[src/rtl/rx_survivor_pkg.sv]
// Package: shared defaults and trellis helper functions for the survivor unit.
// Assumes a shift-register trellis in which the state index moves left by
// one place per step and the new input bit enters at bit 0.
package rx_survivor_pkg;

    localparam int unsigned DEFAULT_STATES = 8;
    localparam int unsigned DEFAULT_SURV   = 15;

    // Index of the predecessor that a state's decision selects.
    function automatic int unsigned pred_state(input int unsigned state,
                                               input int unsigned n_states,
                                               input bit          dec);
        return (dec ? (n_states / 2) : 0) + (state / 2);
    endfunction

    // Input bit that drove the transition into a state.
    function automatic bit entry_bit(input int unsigned state);
        return bit'(state % 2);
    endfunction

endpackage

[src/rtl/rx_state_cell.sv]
// Module: one state's survivor history register.
// On a step it copies one of two candidate histories (lower or upper
// predecessor), shifts the copy toward the oldest end and writes the state's
// own entry bit at position 0. Assumes SURV_LEN >= 2.
module rx_state_cell #(
    parameter int unsigned SURV_LEN  = 15,
    parameter bit          ENTRY_BIT = 1'b0
) (
    input  logic                clk,
    input  logic                rst_n,
    input  logic                step,
    input  logic                pick_upper,
    input  logic [SURV_LEN-1:0] cand_lower,
    input  logic [SURV_LEN-1:0] cand_upper,
    output logic [SURV_LEN-1:0] surv_q
);

    logic [SURV_LEN-1:0] chosen;

    // Select the predecessor history named by this state's decision.
    always_comb begin
        chosen = pick_upper ? cand_upper : cand_lower;
    end

    // Shift in the entry bit; the oldest bit of the copy falls off the top.
    always_ff @(posedge clk) begin
        if (!rst_n) begin
            surv_q <= '0;
        end else if (step) begin
            surv_q <= SURV_LEN'({chosen, ENTRY_BIT});
        end
    end

endmodule

[src/rtl/rx_fill_ctr.sv]
// Module: saturating count of accepted steps since reset.
// ripe goes high once LIMIT-1 steps are in, so the step now presented
// completes the window. Assumes LIMIT >= 2.
module rx_fill_ctr #(
    parameter int unsigned LIMIT = 15
) (
    input  logic clk,
    input  logic rst_n,
    input  logic step,
    output logic ripe
);

    localparam int unsigned CW = $clog2(LIMIT + 1);
    localparam logic [CW-1:0] TOP  = CW'(LIMIT);
    localparam logic [CW-1:0] PRE  = CW'(LIMIT - 1);

    logic [CW-1:0] count_q;

    // Count accepted steps and stop at LIMIT.
    always_ff @(posedge clk) begin
        if (!rst_n) begin
            count_q <= '0;
        end else if (step && (count_q != TOP)) begin
            count_q <= count_q + 1'b1;
        end
    end

    // Window complete after the step now offered.
    always_comb begin
        ripe = (count_q >= PRE);
    end

endmodule

[src/rtl/rx_survivor_unit.sv]
// Module: register-exchange survivor memory (top).
// Holds one SURV_LEN-bit history per trellis state. On each accepted step,
// every state copies its chosen predecessor's history in the same edge. The
// decoded bit is the oldest entry of state 0. Assumes NUM_STATES is a power
// of two >= 2, SURV_LEN >= 2, and one decision vector per accepted step.
module rx_survivor_unit #(
    parameter int unsigned NUM_STATES = rx_survivor_pkg::DEFAULT_STATES,
    parameter int unsigned SURV_LEN   = rx_survivor_pkg::DEFAULT_SURV
) (
    input  logic                  clk,
    input  logic                  rst_n,
    input  logic                  dec_vld,
    input  logic [NUM_STATES-1:0] dec_bits,
    output logic                  bit_out,
    output logic                  bit_vld
);

    logic [SURV_LEN-1:0] surv_q [NUM_STATES];
    logic                ripe;
    logic                vld_q;

    // One history register per state, wired to its two possible predecessors.
    for (genvar s = 0; s < NUM_STATES; s++) begin : g_state
        localparam int unsigned LOWER =
            rx_survivor_pkg::pred_state(s, NUM_STATES, 1'b0);
        localparam int unsigned UPPER =
            rx_survivor_pkg::pred_state(s, NUM_STATES, 1'b1);

        rx_state_cell #(
            .SURV_LEN  (SURV_LEN),
            .ENTRY_BIT (rx_survivor_pkg::entry_bit(s))
        ) u_cell (
            .clk        (clk),
            .rst_n      (rst_n),
            .step       (dec_vld),
            .pick_upper (dec_bits[s]),
            .cand_lower (surv_q[LOWER]),
            .cand_upper (surv_q[UPPER]),
            .surv_q     (surv_q[s])
        );
    end

    rx_fill_ctr #(
        .LIMIT (SURV_LEN)
    ) u_fill (
        .clk   (clk),
        .rst_n (rst_n),
        .step  (dec_vld),
        .ripe  (ripe)
    );

    // Flag a fresh decoded bit after each step once the window is full.
    always_ff @(posedge clk) begin
        if (!rst_n) begin
            vld_q <= 1'b0;
        end else begin
            vld_q <= dec_vld & ripe;
        end
    end

    assign bit_out = surv_q[0][SURV_LEN-1];
    assign bit_vld = vld_q;

endmodule

[config.mk]
export PLATFORM = sky130hd
export DESIGN_NAME = rx_survivor_unit
export DESIGN_NICKNAME = d
export VERILOG_FILES = /design/src/rtl/rx_survivor_pkg.sv /design/src/rtl/rx_state_cell.sv /design/src/rtl/rx_fill_ctr.sv /design/src/rtl/rx_survivor_unit.sv
export SDC_FILE = /design/constraint.sdc
export NUM_CORES = 1
export LEC_CHECK = 0
export ABC_CLOCK_PERIOD_IN_PS = 1550
export BUFFER_PORTS_ARGS = -buffer_cell sky130_fd_sc_hd__buf_2
export CAP_MARGIN = 25
export CELL_PAD_IN_SITES_DETAIL_PLACEMENT = 0
export CELL_PAD_IN_SITES_GLOBAL_PLACEMENT = 1
export CORE_MARGIN = 4
export CORE_UTILIZATION = 50
export CTS_CLUSTER_DIAMETER = 100
export DETAILED_ROUTE_END_ITERATION = 8
export PLACE_DENSITY = 0.76
export SLEW_MARGIN = 20
export SYNTH_ARGS = -nofsm -noshare
export SYNTH_HDL_FRONTEND = slang
export SYNTH_HIERARCHICAL = 1
export SYNTH_SLANG_ARGS = --single-unit
export TNS_END_PERCENT = 10
[constraint.sdc]
create_clock -name clk -period 1.55 [get_ports clk]
set_input_delay 0.155 -clock clk [delete_from_list [all_inputs] [get_ports clk]]
set_output_delay 0.155 -clock clk [all_outputs]
set_load 0.005 [all_outputs]
==> flow_summary.toml, run 1 <==
[clock_tree]
hold_buffers = 0
insertion_delay_ps = 360
post_cts_resized = 0
h-tree-depth = 3
cts-root-buf = "clkbuf_8"
cts.sinks = 104
cts_tree = "done"
numCtsBuffers = 9
cts_buffer_depth = 2
path_clk_slew_ps = 100
post-cts-setup-buffers = 0

[finish]
seq_area_um2 = 2082
final_area_um2 = 4684
final_common_cell = "dfxtp_1"
multi_input_area_um2 = 2086
flow.area_growth_from_synthesis_pct = 1.463
final_nets = 456
antennaDiodeCount = 0
layout_common_cells = "dfxtp_1 (104), o21ai_0 (96), a21oi_1 (96)"
drive_above_1_share_pct = 7.813
fill_cells = 837

[setup_path]
end_kind = "flip-flop"
rrSetupSlack_ps = 320
r2r-end = "u_fill/count_q[1]$_SDFFE_PN0P_"
crit_arrival_ps = 1500
cp_data_required_time_ps = 1820
worstRegToRegCells = 4
startpoint_type = "flip-flop"
crit-reg2reg-launch = "u_fill/count_q[1]$_SDFFE_PN0P_"
crit_fanout = 5
worstSetupPathType = "flip-flop to flip-flop"

[sta]
finalSetupViolations = 0
period_share_pct = 79.60
rsz0062_at_grt = "no"
drv_slew = 0
hold_viol_final = 0
fin_setup_tns_ps = 0
setup_ws_ps = 316.2
skew_ps = 9.003
fmax_mhz = 810.5
timing.final.crit_period_ps = 1234

[pwr]
cellPowerDensity_nw_per_um2 = 1179
p_total_mw = 5.525
ir_worst_vdd_mv = 0.6052
leakagePower_nw = 1.943

[die]
die-area_um2 = 10830
rows = 34
die_w_um = 104.1
ios = 13
core_area_um2 = 8848
die_h_um = 104.1
initial_core_util_pct = 52.18

[grt]
grt.total_usage_pct = 15.53
grt_pass1_wl_um = 14100
grt-ovfl-total = 0
antenna_found_initial = 0
grt_pass1_vias = 2928
grt_max_degree = 106

[flow_run]
maxCapViolCount = 0

[drt]
vias_per_cell = 5.669
routed_wl_um = 8169
drt_iter0_drc = 89
firstDrtPassIters = 4
ant_nets = 0
drcViolationCount = 0
route.vias.total = 3152
avgRoutedWirePerCell_um = 14.69

[yosys]
postSynthAreaPerCell_um2 = 9.865
synth_nets = 481
synthCells = 468
netlist_area_um2 = 4617
yosysWarnings = 6

[placed_design]
hpwlAfterDp_um = 5073
dpl_cell_area_um2 = 4437
io_buffers = 12
gp_congestion = 0.7159
pre_cts_slack_ps = 325.6

[min_path]
whs_path_depth = 2
hold_start = "dec_vld"
hold_class = "input pin to flip-flop"
min_to = "g_state[3].u_cell/surv_q[1]$_SDFFE_PN0P_"

[run_status]
outcome = "complete, no violations"
[worst max path at each step]
stage / endpoint / slack, ps / start
5_1_grt: u_fill/count_q[1]$_SDFFE_PN0P_ / 240 / u_fill/count_q[1]$_SDFFE_PN0P_
3_3_place_gp: u_fill/count_q[1]$_SDFFE_PN0P_ / 380 / u_fill/count_q[1]$_SDFFE_PN0P_
3_5_place_dp: u_fill/count_q[1]$_SDFFE_PN0P_ / 330 / u_fill/count_q[1]$_SDFFE_PN0P_
2_1_floorplan: u_fill/count_q[1]$_SDFFE_PN0P_ / 430 / u_fill/count_q[1]$_SDFFE_PN0P_
4_1_cts: u_fill/count_q[1]$_SDFFE_PN0P_ / 310 / u_fill/count_q[1]$_SDFFE_PN0P_
6_report: u_fill/count_q[1]$_SDFFE_PN0P_ / 320 / u_fill/count_q[1]$_SDFFE_PN0P_
[final cells by class]
class | instances | area share, %
Multi-Input combinational cell | 311 | 44.52
Sequential cell | 104 | 44.44
Tap cell | 108 | 2.885
Timing Repair Buffer | 16 | 2.778
Clock buffer | 9 | 2.644
Clock inverter | 7 | 2.644
Inverter | 1 | 0.08013
[metal layers]
metal / vias up / track usage (%) / part of all wire (%)
met5: - / 0 / 0
met4: 0 / 3.419 / 0.83
met3: 4 / 3.973 / 1.9
met2: 23 / 25.77 / 50
met1: 1485 / 20.41 / 47
li1: 1640 / - / -
[power by group]
group	internal (mW)	total [mW]	switching, mW
sequential	2.85	2.97	0.119
clock	1.09	2.02	0.926
combinational	0.234	0.543	0.309
[state kept, by name, summed over array words and instances, names as in the netlist]
register / count
g_state.u_cell/surv_q: 99
u_fill/count_q: 4
bit_vld: 1
[through the flow]
step / instances / hold slack [ps] / utilization [%]
global placement: 540 / 459.0 / 50.14
detailed placement: 540 / 463.4 / 50.14
floorplan: 468 / 268.8 / -
finish: 556 / 243.4 / 52.94
global route: 556 / 244.1 / 52.94
CTS: 556 / 222.9 / 52.94
[worst max-delay path, stage by stage (launching register included)]
cell and delay [ps]:
dfxtp_1 420, ha_1 250, nand3_2 110, and2_4 170
o211a_1 190
Note: power is estimated with default switching activity, not from simulation.
==> run 2: changes to the inputs <==
--- a/config.mk
+++ b/config.mk
@@ -5,16 +5,16 @@
 export SDC_FILE = /design/constraint.sdc
 export NUM_CORES = 1
 export LEC_CHECK = 0
-export ABC_CLOCK_PERIOD_IN_PS = 1550
+export ABC_CLOCK_PERIOD_IN_PS = 1010
 export BUFFER_PORTS_ARGS = -buffer_cell sky130_fd_sc_hd__buf_2
 export CAP_MARGIN = 25
 export CELL_PAD_IN_SITES_DETAIL_PLACEMENT = 0
 export CELL_PAD_IN_SITES_GLOBAL_PLACEMENT = 1
 export CORE_MARGIN = 4
-export CORE_UTILIZATION = 50
+export CORE_UTILIZATION = 45
 export CTS_CLUSTER_DIAMETER = 100
 export DETAILED_ROUTE_END_ITERATION = 8
-export PLACE_DENSITY = 0.76
+export PLACE_DENSITY = 0.72
 export SLEW_MARGIN = 20
 export SYNTH_ARGS = -nofsm -noshare
 export SYNTH_HDL_FRONTEND = slang
==> constraint.sdc (replaced) <==
create_clock -name clk -period 1.01 [get_ports clk]
set_input_delay 0.101 -clock clk [delete_from_list [all_inputs] [get_ports clk]]
set_output_delay 0.101 -clock clk [all_outputs]
set_load 0.005 [all_outputs]
==> flow_summary.toml, run 2 (synthesis gave the netlist of run 1 again) <==
[finish]
top_register = "g_state.u_cell/surv_q"
final_area_um2 = 4911
largest_reg_flops = 99
final_common_cell = "dfxtp_1"
fill_cells = 950
final-instance-count-excl-fill = 594
utilization_pct = 49.78
flow.area_growth_from_synthesis_pct = 6.369
final_nets = 469
drive_above_1_share_pct = 11.50
antennaDiodeCount = 0
layout_common_cells = "dfxtp_1 (102), o21ai_0 (96), a21oi_1 (96)"

[clock_tree]
insertion_delay_ps = 360
cts.sinks = 104
cts-root-buf = "clkbuf_8"
cts_tree = "done"
cts_buffer_depth = 2
h-tree-depth = 3
numCtsBuffers = 9
path_clk_slew_ps = 110

[placed_design]
dp.cells = 577
gp_congestion = 0.7559
hpwlAfterDp_um = 5608
io_buffers = 12
pre_cts_slack_ps = -74.09
dpl_cell_area_um2 = 4688

[drt]
ant_nets = 0
avgRoutedWirePerCell_um = 14.46
firstDrtPassIters = 4
drcViolationCount = 0
routed_wl_um = 8591
route.vias.total = 3201
vias_per_cell = 5.389
drt_iter0_drc = 138

[sta]
drv_slew = 0
period_share_pct = 104.2
timing.final.crit_period_ps = 1053
finalSetupViolations = 3
fin_hold_ws_ps = 107.4
setup_ws_ps = -42.73
hold_viol_final = 0
rsz0062_at_grt = "yes"
skew_ps = 11.39
fmax_mhz = 949.9

[grt]
grt_pass1_vias = 3126
grt.total_usage_pct = 15.72
grt_pass1_wl_um = 15040
grt_max_degree = 57
grt-ovfl-total = 0
antenna_found_initial = 0

[pwr]
pwr-share-comb_pct = 11.6
leakagePower_nw = 2.024
switching_power_mw = 2.151
ir_worst_vdd_mv = 0.8244
cellPowerDensity_nw_per_um2 = 1658
seqPwrFrac_pct = 56.0
internal_power_mw = 5.992
power.share.clock_pct = 32.4
power.share.switching_pct = 26.42

[setup_path]
crit_fanout = 3
crit_arrival_ps = 1320
end_kind = "flip-flop"
cp_data_required_time_ps = 1270
startpoint_type = "flip-flop"
worstSetupPathType = "flip-flop to flip-flop"

[flow_run]
maxCapViolCount = 0

[die]
die_h_um = 109.3
ios = 13
rows = 36
die_w_um = 109.3
die-area_um2 = 11940
initial_core_util_pct = 46.80
core_area_um2 = 9864

[run_status]
violations = "setup timing"
outcome = "finished, violations left"

[min_path]
hold_class = "input pin to flip-flop"
==> run 2: cell count changes in the layout (fill, tap and decap cells not counted), moves of 2 or more <==
cell | previous run | this run
buf_4 | 2 | 6
ha_1 | 2 | 0
dfxtp_1 | 104 | 102
dfxtp_4 | 0 | 2
bufinv_16 | 3 | 1
buf_12 | 3 | 12
==> run 2: stage by stage <==
stage | TNS [ps] | power (mW)
floorplan | -2.772 | 5.393
global placement | -13.69 | 5.571
detailed placement | -116.9 | 5.595
CTS | -116.2 | 8.245
global route | -226.6 | 8.584
finish | -88.91 | 8.143
==> run 2: final cells by class <==
class / instances / area (µm²) / area share, %
Timing Repair Buffer: 29 / 340.3 / 6.930
Clock buffer: 9 / 123.9 / 2.522
Tap cell: 133 / 166.4 / 3.389
Clock inverter: 7 / 78.83 / 1.605
Multi-Input combinational cell: 311 / 2108 / 42.93
Sequential cell: 104 / 2090 / 42.55
Inverter: 1 / 3.754 / 0.07643
==> run 2: per-layer routing <==
layer	up-vias	GRT usage, %	part of all wire (%)
met5	-	0	0
met4	0	4.007	0.98
met3	6	3.406	2.4
met2	38	26.80	49
met1	1495	20.26	48
li1	1662	-	-
==> run 2: worst max-delay path, stage by stage (launching register included) <==
cell,delay [ps]
dfxtp_4,390
ha_4,150
nand3_4,80
and2_4,150
o211a_1,190
==> run 2: final timing paths <==
kind,startpoint,to,slack [ps],cells past startpoint
hold / removal,dec_vld,u_fill/count_q[0]$_SDFFE_PN0P_,110,3
hold reg to reg,g_state[7].u_cell/surv_q[0]$_SDFFE_PN0P_,g_state[7].u_cell/surv_q[0]$_SDFFE_PN0P_,490,1
setup / recovery,u_fill/count_q[0]$_SDFFE_PN0P_,u_fill/count_q[1]$_SDFFE_PN0P_,-40,4
setup reg to reg,u_fill/count_q[0]$_SDFFE_PN0P_,u_fill/count_q[1]$_SDFFE_PN0P_,-40,4
==> run 2: timing repair <==
item	4_1_cts	5_1_grt
buffers inserted	1	0
cloned	0	0
resized for setup	3	1
endpoints found under the setup margin	3	3
endpoints found under the hold margin	0	0
hold buffers	0	0
pin swaps	1	0
==> run 2: power by group through the flow <==
stage               Sequential, mW  Clock, mW  Combinational, mW
finish                        4.56       2.64              0.944
floorplan                     4.60          0              0.796
global placement              4.65          0              0.923
detailed placement            4.66          0              0.938
CTS                           4.56       2.73              0.954
global route                  4.61       2.91               1.07
==> run 3: changes to the inputs <==
--- a/config.mk
+++ b/config.mk
@@ -8,13 +8,11 @@
 export ABC_CLOCK_PERIOD_IN_PS = 1010
 export BUFFER_PORTS_ARGS = -buffer_cell sky130_fd_sc_hd__buf_2
 export CAP_MARGIN = 25
-export CELL_PAD_IN_SITES_DETAIL_PLACEMENT = 0
-export CELL_PAD_IN_SITES_GLOBAL_PLACEMENT = 1
 export CORE_MARGIN = 4
-export CORE_UTILIZATION = 45
+export CORE_UTILIZATION = 51
 export CTS_CLUSTER_DIAMETER = 100
 export DETAILED_ROUTE_END_ITERATION = 8
-export PLACE_DENSITY = 0.72
+export PLACE_DENSITY = 0.66
 export SLEW_MARGIN = 20
 export SYNTH_ARGS = -nofsm -noshare
 export SYNTH_HDL_FRONTEND = slang
==> flow_summary.toml, run 3 (synthesis gave the netlist of run 1 again) <==
[run_status]
outcome = "finished, violations left"
violations = "setup timing"

[placed_design]
dp.cells = 557
pre_cts_slack_ps = -59.82
gp_congestion = 0.7377
io_buffers = 12
dpl_cell_area_um2 = 4695
hpwlAfterDp_um = 5726

[drt]
routed_wl_um = 8697
ant_nets = 0
route.vias.total = 3220
firstDrtPassIters = 4
avgRoutedWirePerCell_um = 15.15
drcViolationCount = 0
drt_iter0_drc = 90
vias_per_cell = 5.610

[clock_tree]
cts-root-buf = "clkbuf_8"
cts.sinks = 104
path_clk_slew_ps = 100
hold_buffers = 0
cts_tree = "done"
cts_buffer_depth = 2
h-tree-depth = 3
numCtsBuffers = 9
insertion_delay_ps = 370

[pwr]
leakagePower_nw = 2.054
power.share.clock_pct = 32.2
pwr-share-comb_pct = 11.8
switching_power_mw = 2.148
power.share.switching_pct = 26.35
cellPowerDensity_nw_per_um2 = 1657
internal_power_mw = 6.002
seqPwrFrac_pct = 56.0
p_total_mw = 8.150
ir_worst_vdd_mv = 0.9242

[setup_path]
startpoint_type = "flip-flop"
end_kind = "flip-flop"
cp_data_required_time_ps = 1280
crit_fanout = 3
worstSetupPathType = "flip-flop to flip-flop"
crit_arrival_ps = 1330

[grt]
grt_pass1_vias = 3196
grt-ovfl-total = 0
antenna_found_initial = 0
grt_max_degree = 42
grt.total_usage_pct = 17.59
grt_pass1_wl_um = 14790

[finish]
layout_common_cells = "dfxtp_1 (101), o21ai_0 (96), a21oi_1 (96)"
final_nets = 474
final_area_um2 = 4918
final-instance-count-excl-fill = 574
flow.area_growth_from_synthesis_pct = 6.531
largest_reg_flops = 99
drive_above_1_share_pct = 12.23
antennaDiodeCount = 0
final_common_cell = "dfxtp_1"
top_register = "g_state.u_cell/surv_q"

[sta]
skew_ps = 11.20
period_share_pct = 105.0
finalSetupViolations = 2
hold_viol_final = 0
drv_slew = 0
rsz0062_at_grt = "yes"
fmax_mhz = 942.6
setup_ws_ps = -50.89
timing.final.crit_period_ps = 1061

[flow_run]
maxCapViolCount = 0

[die]
die-area_um2 = 10640
ios = 13
core_area_um2 = 8763
rows = 34
initial_core_util_pct = 52.68
die_w_um = 103.1
die_h_um = 103.1

[min_path]
hold_class = "input pin to flip-flop"
## run 3: per-layer routing
layer / GRT usage (%) / up-vias / wire [µm]
met5: 0 / - / 0
met4: 5.677 / 0 / 159
met3: 5.007 / 13 / 217
met2: 30.54 / 32 / 4316
met1: 20.94 / 1508 / 4003
li1: - / 1667 / -
## run 3: critical path, cell delays in order (launching register included)
cell and delay, ps:
dfxtp_4 380, ha_4 150, nand3_4 80, and2_4 150, o211a_1 200
## run 3: through the flow
step / TNS (ps) / utilization [%] / hold WS (ps)
2_1_floorplan: -2.772 / - / 214.8
3_3_place_gp: -22.05 / 53.57 / 459.2
3_5_place_dp: -111.7 / 53.57 / 471.9
4_1_cts: -100.4 / 56.11 / 81.94
5_1_grt: -241.0 / 56.13 / 100.7
6_report: -89.56 / 56.13 / 101.8
## run 3: layout make-up
class,instances,area [µm²]
fillers,801,3845
multi-input cells,311,2107
flip-flops and latches,104,2091
repair buffers,34,377.9
well taps,108,135.1
clock buffers,9,123.9
clock inverters,7,80.08
inverters,1,3.754
## run 3: power by group through the flow
stage / clock [mW] / combinational (mW) / sequential [mW]
2_1_floorplan: 0 / 0.796 / 4.60
3_3_place_gp: 0 / 0.934 / 4.64
3_5_place_dp: 0 / 0.957 / 4.66
4_1_cts: 2.74 / 0.971 / 4.56
5_1_grt: 2.90 / 1.08 / 4.60
6_report: 2.63 / 0.963 / 4.56
## run 3: worst paths after layout
path / start / endpoint / slack (ps) / cells after the start
hold reg to reg: g_state[3].u_cell/surv_q[0]$_SDFFE_PN0P_ / g_state[3].u_cell/surv_q[0]$_SDFFE_PN0P_ / 490 / 1
setup / recovery: u_fill/count_q[0]$_SDFFE_PN0P_ / u_fill/count_q[1]$_SDFFE_PN0P_ / -50 / 4
setup reg to reg: u_fill/count_q[0]$_SDFFE_PN0P_ / u_fill/count_q[1]$_SDFFE_PN0P_ / -50 / 4
hold / removal: dec_vld / g_state[3].u_cell/surv_q[1]$_SDFFE_PN0P_ / 100 / 2
## run 3: timing repair
item,in CTS,in global routing
setup endpoints to repair,2,4
resized for setup,3,1
hold endpoints to repair,0,0
setup buffers,1,0
pin swaps,1,0
